==> src/rtl/csum_pkg.sv <==
package csum_pkg;

  typedef struct packed {
    logic c1;
    logic c0;
  } cpair_t;

  // hi spans upper groups, lo spans the groups below it
  function automatic cpair_t csum_merge(cpair_t lo, cpair_t hi);
    cpair_t r;
    r.c0 = lo.c0 ? hi.c1 : hi.c0;
    r.c1 = lo.c1 ? hi.c1 : hi.c0;
    return r;
  endfunction

endpackage

==> src/rtl/csum_ripple.sv <==
module csum_ripple #(
  parameter int W_P = 4
) (
  input  logic [W_P-1:0] a_i,
  input  logic [W_P-1:0] b_i,
  input  logic           cin_i,
  output logic [W_P-1:0] sum_o,
  output logic           cout_o
);
  logic [W_P:0] c_w;

  assign c_w[0] = cin_i;

  for (genvar k = 0; k < W_P; k++) begin : g_fa
    assign sum_o[k]  = a_i[k] ^ b_i[k] ^ c_w[k];
    assign c_w[k+1]  = (a_i[k] & b_i[k]) | (c_w[k] & (a_i[k] ^ b_i[k]));
  end

  assign cout_o = c_w[W_P];
endmodule

==> src/rtl/csum_cand.sv <==
module csum_cand #(
  parameter int W_P = 4
) (
  input  logic [W_P-1:0] a_i,
  input  logic [W_P-1:0] b_i,
  output logic [W_P-1:0] s0_o,
  output logic [W_P-1:0] s1_o,
  output logic           c0_o,
  output logic           c1_o
);
  csum_ripple #(.W_P(W_P)) u_z (
    .a_i(a_i), .b_i(b_i), .cin_i(1'b0), .sum_o(s0_o), .cout_o(c0_o)
  );
  csum_ripple #(.W_P(W_P)) u_o (
    .a_i(a_i), .b_i(b_i), .cin_i(1'b1), .sum_o(s1_o), .cout_o(c1_o)
  );
endmodule

==> src/rtl/csum_fanout.sv <==
module csum_fanout #(
  parameter int COPIES_P = 4
) (
  input  logic                d_i,
  output logic [COPIES_P-1:0] q_o
);
  localparam int LV = (COPIES_P > 1) ? $clog2(COPIES_P) : 0;

  for (genvar k = 0; k <= LV; k++) begin : g_lvl
    localparam int WK = (COPIES_P + (1 << (LV - k)) - 1) >> (LV - k);
    logic [WK-1:0] n_w;
    if (k == 0) begin : g_root
      assign n_w[0] = d_i;
    end else begin : g_node
      for (genvar j = 0; j < WK; j++) begin : g_j
        assign n_w[j] = g_lvl[k-1].n_w[j/2];
      end
    end
  end

  assign q_o = g_lvl[LV].n_w;
endmodule

==> src/rtl/csum_sel_tree.sv <==
module csum_sel_tree
  import csum_pkg::*;
#(
  parameter int NG_P = 6
) (
  input  logic [NG_P-1:0] c0_i,
  input  logic [NG_P-1:0] c1_i,
  output logic [NG_P-1:0] e0_o,
  output logic [NG_P-1:0] e1_o
);
  localparam int LV = (NG_P > 1) ? $clog2(NG_P) : 0;

  cpair_t lvl [LV+1][NG_P];

  always_comb begin
    for (int i = 0; i < NG_P; i++) begin
      lvl[0][i].c0 = c0_i[i];
      lvl[0][i].c1 = c1_i[i];
    end
    for (int k = 0; k < LV; k++) begin
      for (int i = 0; i < NG_P; i++) begin
        if (i >= (1 << k)) lvl[k+1][i] = csum_merge(lvl[k][i-(1<<k)], lvl[k][i]);
        else               lvl[k+1][i] = lvl[k][i];
      end
    end
    for (int i = 0; i < NG_P; i++) begin
      e0_o[i] = lvl[LV][i].c0;
      e1_o[i] = lvl[LV][i].c1;
    end
  end
endmodule

==> src/rtl/csum_adder.sv <==
module csum_adder #(
  parameter int WIDTH_P = 32,
  parameter int GRP_P   = 4,
  parameter int LOW_P   = 8
) (
  input  logic               clk_i,
  input  logic               rst_ni,
  input  logic [WIDTH_P-1:0] a_i,
  input  logic [WIDTH_P-1:0] b_i,
  input  logic               cin_i,
  output logic [WIDTH_P-1:0] sum_o,
  output logic               cout_o
);
  localparam int NUP = (WIDTH_P - LOW_P) / GRP_P;

  logic [LOW_P-1:0] low_sum_w;
  logic             low_c_w;
  logic [NUP:0]     fan_w;
  logic [NUP-1:0]   c0_w, c1_w, e0_w, e1_w;
  wire  [NUP-1:0]   gcin_w;
  wire  [WIDTH_P-1:0] sum_d;
  logic             cout_d;

  csum_ripple #(.W_P(LOW_P)) u_low (
    .a_i(a_i[LOW_P-1:0]), .b_i(b_i[LOW_P-1:0]), .cin_i(cin_i),
    .sum_o(low_sum_w), .cout_o(low_c_w)
  );

  csum_fanout #(.COPIES_P(NUP+1)) u_fan (.d_i(low_c_w), .q_o(fan_w));

  assign sum_d[LOW_P-1:0] = low_sum_w;

  for (genvar i = 0; i < NUP; i++) begin : g_up
    localparam int BASE = LOW_P + i * GRP_P;
    logic [GRP_P-1:0] s0_w, s1_w;

    csum_cand #(.W_P(GRP_P)) u_cand (
      .a_i(a_i[BASE +: GRP_P]), .b_i(b_i[BASE +: GRP_P]),
      .s0_o(s0_w), .s1_o(s1_w), .c0_o(c0_w[i]), .c1_o(c1_w[i])
    );

    if (i == 0) begin : g_first
      assign gcin_w[i] = fan_w[i];
    end else begin : g_rest
      assign gcin_w[i] = fan_w[i] ? e1_w[i-1] : e0_w[i-1];
    end

    assign sum_d[BASE +: GRP_P] = gcin_w[i] ? s1_w : s0_w;
  end

  csum_sel_tree #(.NG_P(NUP)) u_tree (
    .c0_i(c0_w), .c1_i(c1_w), .e0_o(e0_w), .e1_o(e1_w)
  );

  assign cout_d = fan_w[NUP] ? e1_w[NUP-1] : e0_w[NUP-1];

  always_ff @(posedge clk_i or negedge rst_ni) begin
    if (!rst_ni) begin
      sum_o  <= '0;
      cout_o <= 1'b0;
    end else begin
      sum_o  <= sum_d;
      cout_o <= cout_d;
    end
  end
endmodule

==> config.mk <==
export PLATFORM = sky130hd
export DESIGN_NAME = csum_adder
export DESIGN_NICKNAME = d
export VERILOG_FILES = /design/src/rtl/csum_pkg.sv /design/src/rtl/csum_ripple.sv /design/src/rtl/csum_cand.sv /design/src/rtl/csum_fanout.sv /design/src/rtl/csum_sel_tree.sv /design/src/rtl/csum_adder.sv
export SDC_FILE = /design/constraint.sdc
export NUM_CORES = 1
export LEC_CHECK = 0
export BUFFER_PORTS_ARGS = -buffer_cell sky130_fd_sc_hd__buf_2
export CAP_MARGIN = 10
export CORE_ASPECT_RATIO = 1.4
export CORE_MARGIN = 5
export CORE_UTILIZATION = 42
export CTS_CLUSTER_DIAMETER = 200
export DETAILED_ROUTE_END_ITERATION = 6
export PLACE_DENSITY = 0.87
export SYNTH_ARGS = -nofsm -noshare
export SYNTH_HDL_FRONTEND = slang
export SYNTH_SLANG_ARGS = --single-unit
==> constraint.sdc <==
create_clock -name clk_i -period 0.8 [get_ports clk_i]
set_input_delay 0.04 -clock clk_i [delete_from_list [all_inputs] [get_ports clk_i]]
set_output_delay 0.04 -clock clk_i [all_outputs]
set_load 0.02 [all_outputs]
# After elaboration in Yosys (flattened, before gate mapping)
# Cells that the tools add are included.
# totals
ff_bits	33
input_bits	67
wordCells	244
# op_classes
bitwise	208
mux	34
# ops
cell	n
1-bit bitwise AND	76
1-bit bitwise XOR	76
1-bit OR	50
1-bit two-way mux	28
4-bit two-way mux	6
1-bit NOT	6

# Depth between registers and ports, before layout
# Gate-level depths: netlist (run 1).
# depth
ltp_word	19
ltp_mapped	19
mapped_depth_nobuf	19

# Modules after synthesis
# A second synthesis (run 1) with hierarchy kept.
# hier_totals
cells_unflattened	284
hier_area_um2	3042.9
# by_module_without_submodules
module	area_per_inst_um2	instances	cells_each
csum_ripple (g_up[0].u_cand.u_o ...)	117.6	12	14
csum_adder	1176.1	1	63
csum_ripple (u_low)	197.7	1	18
csum_sel_tree	160.2	1	16
csum_fanout	52.6	1	7
csum_cand	7.5	6	2

# Least setup slack after synthesis (run 1)
# OpenSTA, ideal clock, no wires.
# synth_path
path_kind	input to register
from	in a_i[0]
to	reg sum_o[31]
n_path_buf	0
arrival_ns	5.220
slack_ns	-4.559
required_time_ns	0.662
setup_time_ns	0.138
stages	19
path_cell_list	fa_1 > fa_1 > fa_1 > fa_1 > fa_1 > fa_1 > inv_1 > fa_1 > inv_1 > fa_1 > nor2_2 > a211oi_1 > or4_4 > a221o_1 > a22o_1 > a31oi_4 > mux2i_2 > mux2i_1 > o2111ai_1
# synth_between
elab_chain_len	19
elab_cells_between_ends	20
classes_between	mux (2); bitwise (18)
# synth_rtl
item	line_no	text
from (decl)	csum_adder.sv:8	input logic [WIDTH_P-1:0] a_i,
1-bit bitwise XOR	csum_ripple.sv:16	assign c_w[k+1] = (a_i[k] & b_i[k]) | (c_w[k] & (a_i[k] ^ b_i[k]));
1-bit bitwise AND	csum_ripple.sv:16	
1-bit OR (*)	csum_ripple.sv:16	
1-bit bitwise AND (*)	csum_ripple.sv:16	
1-bit OR (*)	csum_ripple.sv:16	
1-bit bitwise AND (*)	csum_ripple.sv:16	
1-bit OR (*)	csum_ripple.sv:16	
1-bit bitwise AND (*)	csum_ripple.sv:16	
[... 4 more ...]	--	
1-bit OR (*)	csum_ripple.sv:16	
1-bit bitwise AND (*)	csum_ripple.sv:16	
1-bit OR (*)	csum_ripple.sv:16	
1-bit bitwise AND (*)	csum_ripple.sv:16	
1-bit OR (*)	csum_ripple.sv:16	
1-bit two-way mux (*)	csum_adder.sv:45	assign gcin_w[i] = fan_w[i] ? e1_w[i-1] : e0_w[i-1];
4-bit two-way mux (*)	csum_adder.sv:48	assign sum_d[BASE +: GRP_P] = gcin_w[i] ? s1_w : s0_w;
net sum_d[31]	csum_adder.sv:21	wire [WIDTH_P-1:0] sum_d;
to (signal assigned)	csum_adder.sv:62	sum_o <= sum_d;
to (decl)	csum_adder.sv:11	output logic [WIDTH_P-1:0] sum_o,
# The timed path passes the listed nets; every way through them passes the cells marked *.

# Worst setup path in the final report (run 1)
# Same ends and word-level chain as after synthesis.

==> impl_metrics.ini, run 1 <==
[detailed_routing]
drtAntennaViolNets = 0
drt-vias-per-instance = 4.692
num_vias = 2027
wl_um = 5588
drc = 0
wl_per_cell_um = 12.94
first_pass_iters = 4
drt_iter0_drc = 53

[floorplanning]
boundaryPins = 100
core_um2 = 4917
die_area_um2 = 6642
die_w_um = 70.32
start_util_pct = 43.51
die_h_um = 94.45
rows = 30

[sta]
hold_ws_ps = 73.65
setup_viol = 65
max_freq_mhz = 202.2
hold_viol_final = 0
tightest_slew_ps = 314.3
fin_crit_sh_pct = 618.1
slew_violations = 0
rsz0062_at_grt = yes
layout_setup_ws_ps = -4145
slew_headroom_pct = 78.96
post-route-min-period_ps = 4945

[logic_synthesis]
ys_seq_elements = 33
synthCells = 192
synth_ff_type = dfrtp_1
synthTopCellsByArea = dfrtp_1, ha_1, fa_1
synth_edf_count = 0
yosysUniqueCellTypes = 37
yosysTopAreaCell = dfrtp_1
syn_avg_cell_area_um2 = 11.14
yosys.area.top_type_share_pct = 38.60
seq_area_frac_synth_pct = 38.60
synth_nets = 297
yosysWarningCount = 0
ys_async_sr_fraction_pct = 100.0
syn-cell-area_um2 = 2140

[layout]
fillCellCount = 336
drive_gt1_share_pct = 55.71
syn2layout_area_growth_pct = 71.58
nets = 472
diodes = 0

[power]
peakVddDrop_v = 0.0009080
total_power_uw = 6781
p_leak_uw = 0.001908
power_density_nw_per_um2 = 1847

[clocking]
cts-root-buf = clkbuf_8
clock_sinks = 33
path_clk_slew_ps = 60
cts_max_level = 2
tritoncts = done
cts_max_path_buffers = 2
cts_buffers = 5

[grt]
grt_pass1_vias = 2182
grt_pass1_wl_um = 9259
grt.overflow.total = 0
track_usage_pct = 17.45
antenna_found_initial = 0
grt_max_degree = 34

[setup_path]
crit_type = in -> reg
endpoint_kind = register
startpoint_type = primary input
arrival_ps = 5080
cp_max_fo = 3
worstPathRequired_ps = 940
crit_start = a_i[0]

[placement]
portBuffers = 99
hpwl_um = 4462
gp_congestion = 0.8123

[run_status]
status = finished with violations
violations = setup timing

[flow_run]
max-cap-violations = 0

[worst_hold_path]
min_path_type = in -> reg
holdCritStartpoint = a_i[0]
-- repair_timing --
action / in CTS / in global routing
resized for setup: 83 / 9
endpoints found under the setup margin: 65 / 65
buffers inserted: 8 / 7
hold buffers: 1 / 0
hold endpoints to repair: 33 / 0
pin swaps: 13 / 9
-- Yosys cell counts, types with 2 or more instances --
cell      count
o21bai_1      3
inv_1        24
nand2_1      10
mux2_4        2
a211oi_1      2
nand3_1       3
xnor2_1      12
xor2_1        9
nor3_1        2
ha_1         30
fa_1          8
nand2b_1      2
a21oi_2       2
o21a_1        2
nor2_1        3
a21o_1        2
o21ai_0       5
mux2i_1       3
a21oi_1      15
dfrtp_1      33
nor2b_1       4
-- metrics by stage --
stage	setup TNS [ps]	instances	util (%)	setup slack, ps	cell area (um^2)
final	-96270	432	74.66	-4145	3671
after global placement	-101400	408	64.07	-4321	3151
after detailed placement	-104860	408	64.07	-4473	3151
after floorplan	-94390	192	-	-4272	2165
after global routing	-101150	432	74.66	-4333	3671
after CTS	-95960	425	72.57	-4148	3568
-- final cells by class --
cell class / count / area, um^2 / share of cell area, %
inverter: 24 / 90.09 / 2.454
timing repair buffer: 168 / 1260 / 34.32
multi-input combinational: 135 / 1335 / 36.37
clock buffer: 8 / 80.08 / 2.181
tap: 64 / 80.08 / 2.181
sequential: 33 / 825.8 / 22.49
-- logic make-up after synthesis --
family	synth area share, %
multiplexers	3.450
buffers and inverters	4.211
flip-flops	38.60
AO/OA/AOI/OAI	12.51
adder cells (fa/ha/maj)	25.03
XOR/XNOR	8.597
AND/OR/NAND/NOR	7.603
-- power by group --
part	switching [uW]	internal (uW)	leakage, uW	total (uW)
logic	1530	1890	0.00148	3420
registers	180	2050	0.000384	2230
clock network	515	617	0.0000395	1130
total	2220	4560	0.00191	6780
-- critical path, stage by stage --
cell	delay, ps
buf_6	100
fa_2	380
fa_2	360
fa_2	340
fa_2	350
fa_2	350
fa_2	340
inv_2	60
fa_2	190
inv_2	40
fa_2	370
nor2_4	130
a211oi_4	70
or4_4	550
a221o_1	330
a22o_1	280
a31oi_4	170
mux2i_2	280
mux2i_1	230
o2111ai_1	110
-- placed cells by master, fill, tap and decap left out, types with 4 or more instances in the layout --
cell / instances
a21oi_1: 12
a21oi_2: 4
ha_1: 30
inv_1: 21
buf_4: 62
buf_6: 39
clkbuf_8: 5
dfrtp_1: 33
fa_2: 8
xnor2_1: 10
buf_2: 65
xor2_1: 9
nor2b_1: 4
nand2_1: 8
-- path summary, 6_finish.rpt --
path                              to  cells after the start
max in group asynchronous  sum_o[21]                      3
setup / recovery           sum_o[31]                     20
min in group asynchronous   sum_o[1]                      3
hold / removal              sum_o[0]                      2
-- sequential cells by signal (all words and copies together), names as in the netlist --
name	flops
cout_o	1
sum_o	32
-- routing by layer --
metal  share of wire, %  GRT usage [%]
met2                 60          35.47
met1                 33          16.81
met3                5.6          3.088
met4                2.0          7.188
met5                  0              0
Power figures use the tool's default switching activity.
==> inputs of run 2 (changes only) <==
--- a/config.mk
+++ b/config.mk
@@ -5,14 +5,14 @@
 export SDC_FILE = /design/constraint.sdc
 export NUM_CORES = 1
 export LEC_CHECK = 0
+export ABC_AREA = 1
 export BUFFER_PORTS_ARGS = -buffer_cell sky130_fd_sc_hd__buf_2
 export CAP_MARGIN = 10
-export CORE_ASPECT_RATIO = 1.4
 export CORE_MARGIN = 5
-export CORE_UTILIZATION = 42
+export CORE_UTILIZATION = 45
 export CTS_CLUSTER_DIAMETER = 200
 export DETAILED_ROUTE_END_ITERATION = 6
-export PLACE_DENSITY = 0.87
+export PLACE_DENSITY = 0.88
 export SYNTH_ARGS = -nofsm -noshare
 export SYNTH_HDL_FRONTEND = slang
 export SYNTH_SLANG_ARGS = --single-unit
==> run 2 against run 1 <==
Compared with the run above:
- the run still ends with setup timing left
- synthesized area is 26% higher
- hold slack worse by 18 ps
- non-clock buffer count is 20 lower
- sequential power is 4% higher
- utilization is 3.1 points lower
- die area is 15% higher
- maximum frequency is 36% higher
- critical path depth is 1 lower
- clock power is 45% higher
- power is 25% higher
- final cell count is 28% higher
- combinational power is 32% higher
==> impl_metrics.ini, run 2 <==
[detailed_routing]
first_pass_iters = 5
wl_um = 7485
drt_iter0_drc = 70
drc = 0
wl_per_cell_um = 13.51
drt-vias-per-instance = 4.830
num_vias = 2676
drtAntennaViolNets = 0

[sta]
post-route-min-period_ps = 3646
max_freq_mhz = 274.2
slew_headroom_pct = 78.91
fin_crit_sh_pct = 455.8
tightest_slew_ps = 316.4
hold_viol_final = 0
layout_setup_ws_ps = -2846
slew_violations = 0
setup_viol = 65
rsz0062_at_grt = yes
setup_tns_ps = -76320

[floorplanning]
die_w_um = 87.37
die_area_um2 = 7634
boundaryPins = 100
core_um2 = 5886
rows = 28
start_util_pct = 45.77
die_h_um = 87.37

[logic_synthesis]
synth_edf_count = 0
synth_nets = 429
yosysWarningCount = 0
ys_seq_elements = 33
synthTopCellsByArea = dfrtp_1, ha_1, nand2_1
ys_top_cells_by_count = nand2_1, inv_1, dfrtp_1
syn-cell-area_um2 = 2694
synth_ff_type = dfrtp_1
yosysMostFrequentCell = nand2_1
yosysTopAreaCell = dfrtp_1
yosys.area.top_type_share_pct = 30.65
seq_area_frac_synth_pct = 30.65
syn_avg_cell_area_um2 = 8.314
synthCells = 324
yosysUniqueCellTypes = 21
ys_async_sr_fraction_pct = 100.0

[clocking]
clock_sinks = 33
cts-root-buf = clkbuf_8
path_clk_slew_ps = 70
cts_buffers = 5
tritoncts = done
cts_max_path_buffers = 2
cts_max_level = 2

[layout]
final_core_util_pct = 71.53
final_common_cell = nand2_1
multi_input_area_um2 = 1842
largest_reg_flops = 32
diodes = 0
nets = 583
top_regs = sum_o: 32 flops, cout_o: 1 flops
fillCellCount = 406
top_register = sum_o
drive_gt1_share_pct = 48.43
final_cell_mix = nand2_1, buf_2, inv_1, buf_4, buf_6
fin_cells = 554
syn2layout_area_growth_pct = 56.29
ff_latch_area_um2 = 825.8

[placement]
gp_congestion = 0.8435
portBuffers = 99
hpwl_um = 5594
dp.cells = 541
post-place-ws_ps = -3161

[setup_path]
startpoint_type = primary input
worstPathRequired_ps = 980
arrival_ps = 3830
endpoint_kind = register
cp_max_fo = 5
crit_type = in -> reg

[grt]
use_met1_pct = 21.48
grt_pass1_wl_um = 12290
grt_max_degree = 34
grt_util_met2_pct = 37.88
antenna_found_initial = 0
grt_use_met3_pct = 3.879
top_usage_layer = met2
grt_pass1_vias = 2839
track_usage_pct = 20.29
grt.overflow.total = 0

[power]
power_density_nw_per_um2 = 2017
total_power_uw = 8491
p_leak_uw = 0.002307
peakVddDrop_v = 0.001194

[worst_hold_path]
min_path_type = in -> reg
whs_path_depth = 2

[flow_run]
max-cap-violations = 0

[run_status]
violations = setup timing
status = finished with violations
[run 2: cell types whose count changed after synthesis, sizes merged, moves of 4 or more]
cell	before	now
inv	24	56
mux2i	4	0
nand2	10	107
nand3	3	40
nor2	4	0
nor2b	4	0
o21ai	5	16
xnor2	12	6
[run 2: worst paths after layout]
kind | start | to | slack, ps
worst max-delay path | a_i[0] | cout_o | -2850
worst min-delay path | b_i[0] | sum_o[0] | 60
max in group asynchronous | rst_ni | sum_o[3] | 380
min in group asynchronous | rst_ni | sum_o[23] | 240
[run 2: kinds of logic (layout without fill, tap and decap cells)]
logic type | Yosys count | count (layout) | share of synthesized area, %
flip-flops | 33 | 33 | 30.65
AND/OR/NAND/NOR | 147 | 147 | 27.68
buffers and inverters | 57 | 212 | 7.989
AO/OA/AOI/OAI | 31 | 31 | 7.942
XOR/XNOR | 18 | 18 | 5.852
adder cells (fa/ha/maj) | 38 | 38 | 19.88
[run 2: layout make-up]
type	instances	share of cell area, %
clock buffer	7	2.051
clock inverter	1	0.7132
inverter	56	5.052
multi-input combinational	234	43.74
sequential	33	19.61
tap	75	2.229
timing repair buffer	148	26.60
[run 2: critical path, cell delays in order]
cell     delay, ps
buf_6           90
fa_2           390
fa_2           370
fa_2           350
fa_2           350
fa_2           370
fa_2           350
inv_2           60
fa_2           180
inv_2           40
fa_2           390
inv_4          110
nand2_2         70
nand2_4         80
nand2_4         90
nand3_2        160
nand3_1        140
nand3_1        120
nand2_1         70
[run 2: power by group]
group / switching (uW) / internal (uW)
Clock: 628 / 1020
Sequential: 210 / 2120
Combinational: 2390 / 2130
[run 2: stage by stage]
step	area (um^2)	hold WS [ps]
after floorplan	2720	-255.6
after global placement	3641	9.762
after detailed placement	3641	13.46
after CTS	4120	58.83
after global routing	4210	48.43
final	4210	55.89
[run 2: timing repair]
action                                 CTS  global route
resized for setup                       98            18
pin swaps                               14             7
hold buffers                             1             0
setup buffers                            4             1
endpoints found under the hold margin   33             0
setup endpoints to repair               65            65
[run 2: metal layers]
layer	part of all wire [%]	up-vias
met5	0	-
met4	3.8	0
met3	5.7	25
met2	54	97
met1	36	1229
li1	-	1325
==> inputs of run 3 (changes only) <==
--- a/config.mk
+++ b/config.mk
@@ -12,7 +12,8 @@
 export CORE_UTILIZATION = 45
 export CTS_CLUSTER_DIAMETER = 200
 export DETAILED_ROUTE_END_ITERATION = 6
-export PLACE_DENSITY = 0.88
+export PLACE_DENSITY = 0.85
 export SYNTH_ARGS = -nofsm -noshare
 export SYNTH_HDL_FRONTEND = slang
+export SYNTH_HIERARCHICAL = 1
 export SYNTH_SLANG_ARGS = --single-unit
==> run 3 against run 2 <==
Compared with the run above:
- the run still ends with setup timing left
- synthesized area up 24%
- utilization down 11 points
- sequential power about the same
- highest routed layer unchanged
- final cell count up 15%
- first-iteration DRC count up 31%
- largest power group unchanged
==> impl_metrics.ini, run 3 <==
[run_status]
status = finished with violations
violations = setup timing

[grt]
grt_max_degree = 34
grt.overflow.total = 0
track_usage_pct = 17.30
antenna_found_initial = 1
grt_pass1_wl_um = 12500
grt_pass1_vias = 3024

[detailed_routing]
drt_iter0_drc = 92
wl_um = 7568
num_vias = 2816
drtAntennaViolNets = 0
wl_per_cell_um = 11.88
drc = 0
drt-vias-per-instance = 4.421
first_pass_iters = 4

[logic_synthesis]
yosysWarningCount = 6
yosys.area.top_type_share_pct = 33.45
synthCells = 432
yosysTopAreaCell = fa_1
synthTopCellsByArea = fa_1, dfrtp_1, inv_1
synth_edf_count = 0
yosysUniqueCellTypes = 11
seq_area_frac_synth_pct = 24.64
syn-cell-area_um2 = 3352
synth_nets = 555
yosysMostFrequentCell = inv_1
ys_async_sr_fraction_pct = 100.0
synth_ff_type = dfrtp_1
syn_avg_cell_area_um2 = 7.759
ys_seq_elements = 33
ys_top_cells_by_count = inv_1, nand2_1, fa_1

[floorplanning]
core_um2 = 7253
boundaryPins = 100
die_area_um2 = 9275
die_w_um = 96.31
die_h_um = 96.31
start_util_pct = 46.21
rows = 31

[placement]
portBuffers = 99
gp_congestion = 0.8092
dp.cells = 627
hpwl_um = 6205

[flow_run]
max-cap-violations = 0

[clocking]
tritoncts = done
postCtsSetupBuffers = 0
clock_sinks = 33
cts-root-buf = clkbuf_8
path_clk_slew_ps = 70
cts_max_path_buffers = 2
cts_buffers = 5
cts_max_level = 2

[sta]
slew_violations = 0
setup_viol = 65
fin_crit_sh_pct = 383.9
rsz0062_at_grt = yes
hold_viol_final = 0
hold_ws_ps = 56.10
layout_setup_ws_ps = -2271
post-route-min-period_ps = 3071
max_freq_mhz = 325.6

[setup_path]
critical_path.max_stage_delay_ps = 390
crit_type = in -> reg
arrival_ps = 3250
worstPathRequired_ps = 980
endpoint_kind = register
cpMaxStageDelayCell = fa_2
startpoint_type = primary input
cp_max_fo = 25
crit_chain = buf_6, fa_2, inv_2, fa_2, inv_2, fa_2, fa_2, fa_2, fa_2, fa_2, inv_2, fa_2, inv_6, inv_2, nand2_2, nand3_1, nand2_1
cp_common_cell = fa_2

[worst_hold_path]
min_path_type = in -> reg
whs_path_depth = 2

[power]
p_leak_uw = 0.002657
peakVddDrop_v = 0.0007635
power_density_nw_per_um2 = 1731

[layout]
top_register = sum_o
fillCellCount = 593
drive_gt1_share_pct = 29.05
largest_reg_flops = 32
top_regs = sum_o: 32 flops, cout_o: 1 flops
final_cell_mix = inv_1, nand2_1, buf_2, fa_1, nand3_1
nets = 659
final_common_cell = inv_1
fin_cells = 637
syn2layout_area_growth_pct = 30.16
-- run 3: changes by cell type in the layout (fill, tap and decap cells not counted), moves of 7 or more --
cell     change
a21oi_1      -9
buf_4       -37
conb_1      +12
fa_1        +48
ha_1        -30
inv_1      +100
inv_2        +7
nand2_1     +10
nand2_2      -9
nand3_1     +17
o21ai_0      +7
xor2_1      -12
-- run 3: final timing paths --
| check | startpoint | endpoint |
|---|---|---|
| max | a_i[0] | sum_o[29] |
| min | b_i[6] | sum_o[6] |
| max in group asynchronous | rst_ni | cout_o |
| min in group asynchronous | rst_ni | sum_o[0] |
-- run 3: metal layers --
layer	share of wire [%]	track usage, %	vias to the layer above
met1	33	16.92	1328
met5	0	0	-
met3	7.5	3.831	21
li1	-	-	1371
met4	2.4	7.243	0
met2	57	34.27	96
-- run 3: kinds of logic after synthesis --
kind of cell    Yosys count  synth area share (%)
buf+inv                 173                 20.38
flops                    33                 24.64
fa+ha+maj                56                 33.45
simple gates            147                 18.33
compound gates           11                 1.866
other cells              12                 1.344
-- run 3: area by class of cell --
class                           count  area, um^2  area share [%]
Multi-Input combinational cell    226        1926           44.14
Clock buffer                        5       68.82           1.577
Antenna cell                        1       2.502         0.05736
Tap cell                           99       123.9           2.839
Sequential cell                    33       825.8           18.93
Timing Repair Buffer              106       775.7           17.78
Clock inverter                      3       17.52          0.4015
Inverter                          164       623.1           14.28
-- run 3: worst max-delay path: cells and delay by family --
kind | cells | cell delay, ps
fa+ha+maj | 8 | 2530
simple gates | 3 | 220
buf+inv | 6 | 450
-- run 3: per-stage QoR --
step	TNS [ps]	total power, uW	instance area (um^2)	setup WS (ps)	util [%]
6_report	-63940	7550	4363	-2271	60.15
5_1_grt	-67880	8168	4363	-2401	60.15
4_1_cts	-63430	7573	4360	-2249	60.12
3_5_place_dp	-74840	5690	4046	-2667	55.79
3_3_place_gp	-72890	5518	4046	-2582	55.79
2_1_floorplan	-66010	4532	3441	-2349	-
-- run 3: where the power goes --
group          internal, uW  switching, uW  total, uW
combinational          1760           2220       3990
sequential             2100            212       2310
clock                   600            653       1250
total                  4470           3080       7550
-- run 3: what timing repair did --
item / 4_1_cts / 5_1_grt
endpoints found under the hold margin: 33 / 0
endpoints found under the setup margin: 65 / 65
hold buffers: 1 / 0
resized for setup: 69 / 2
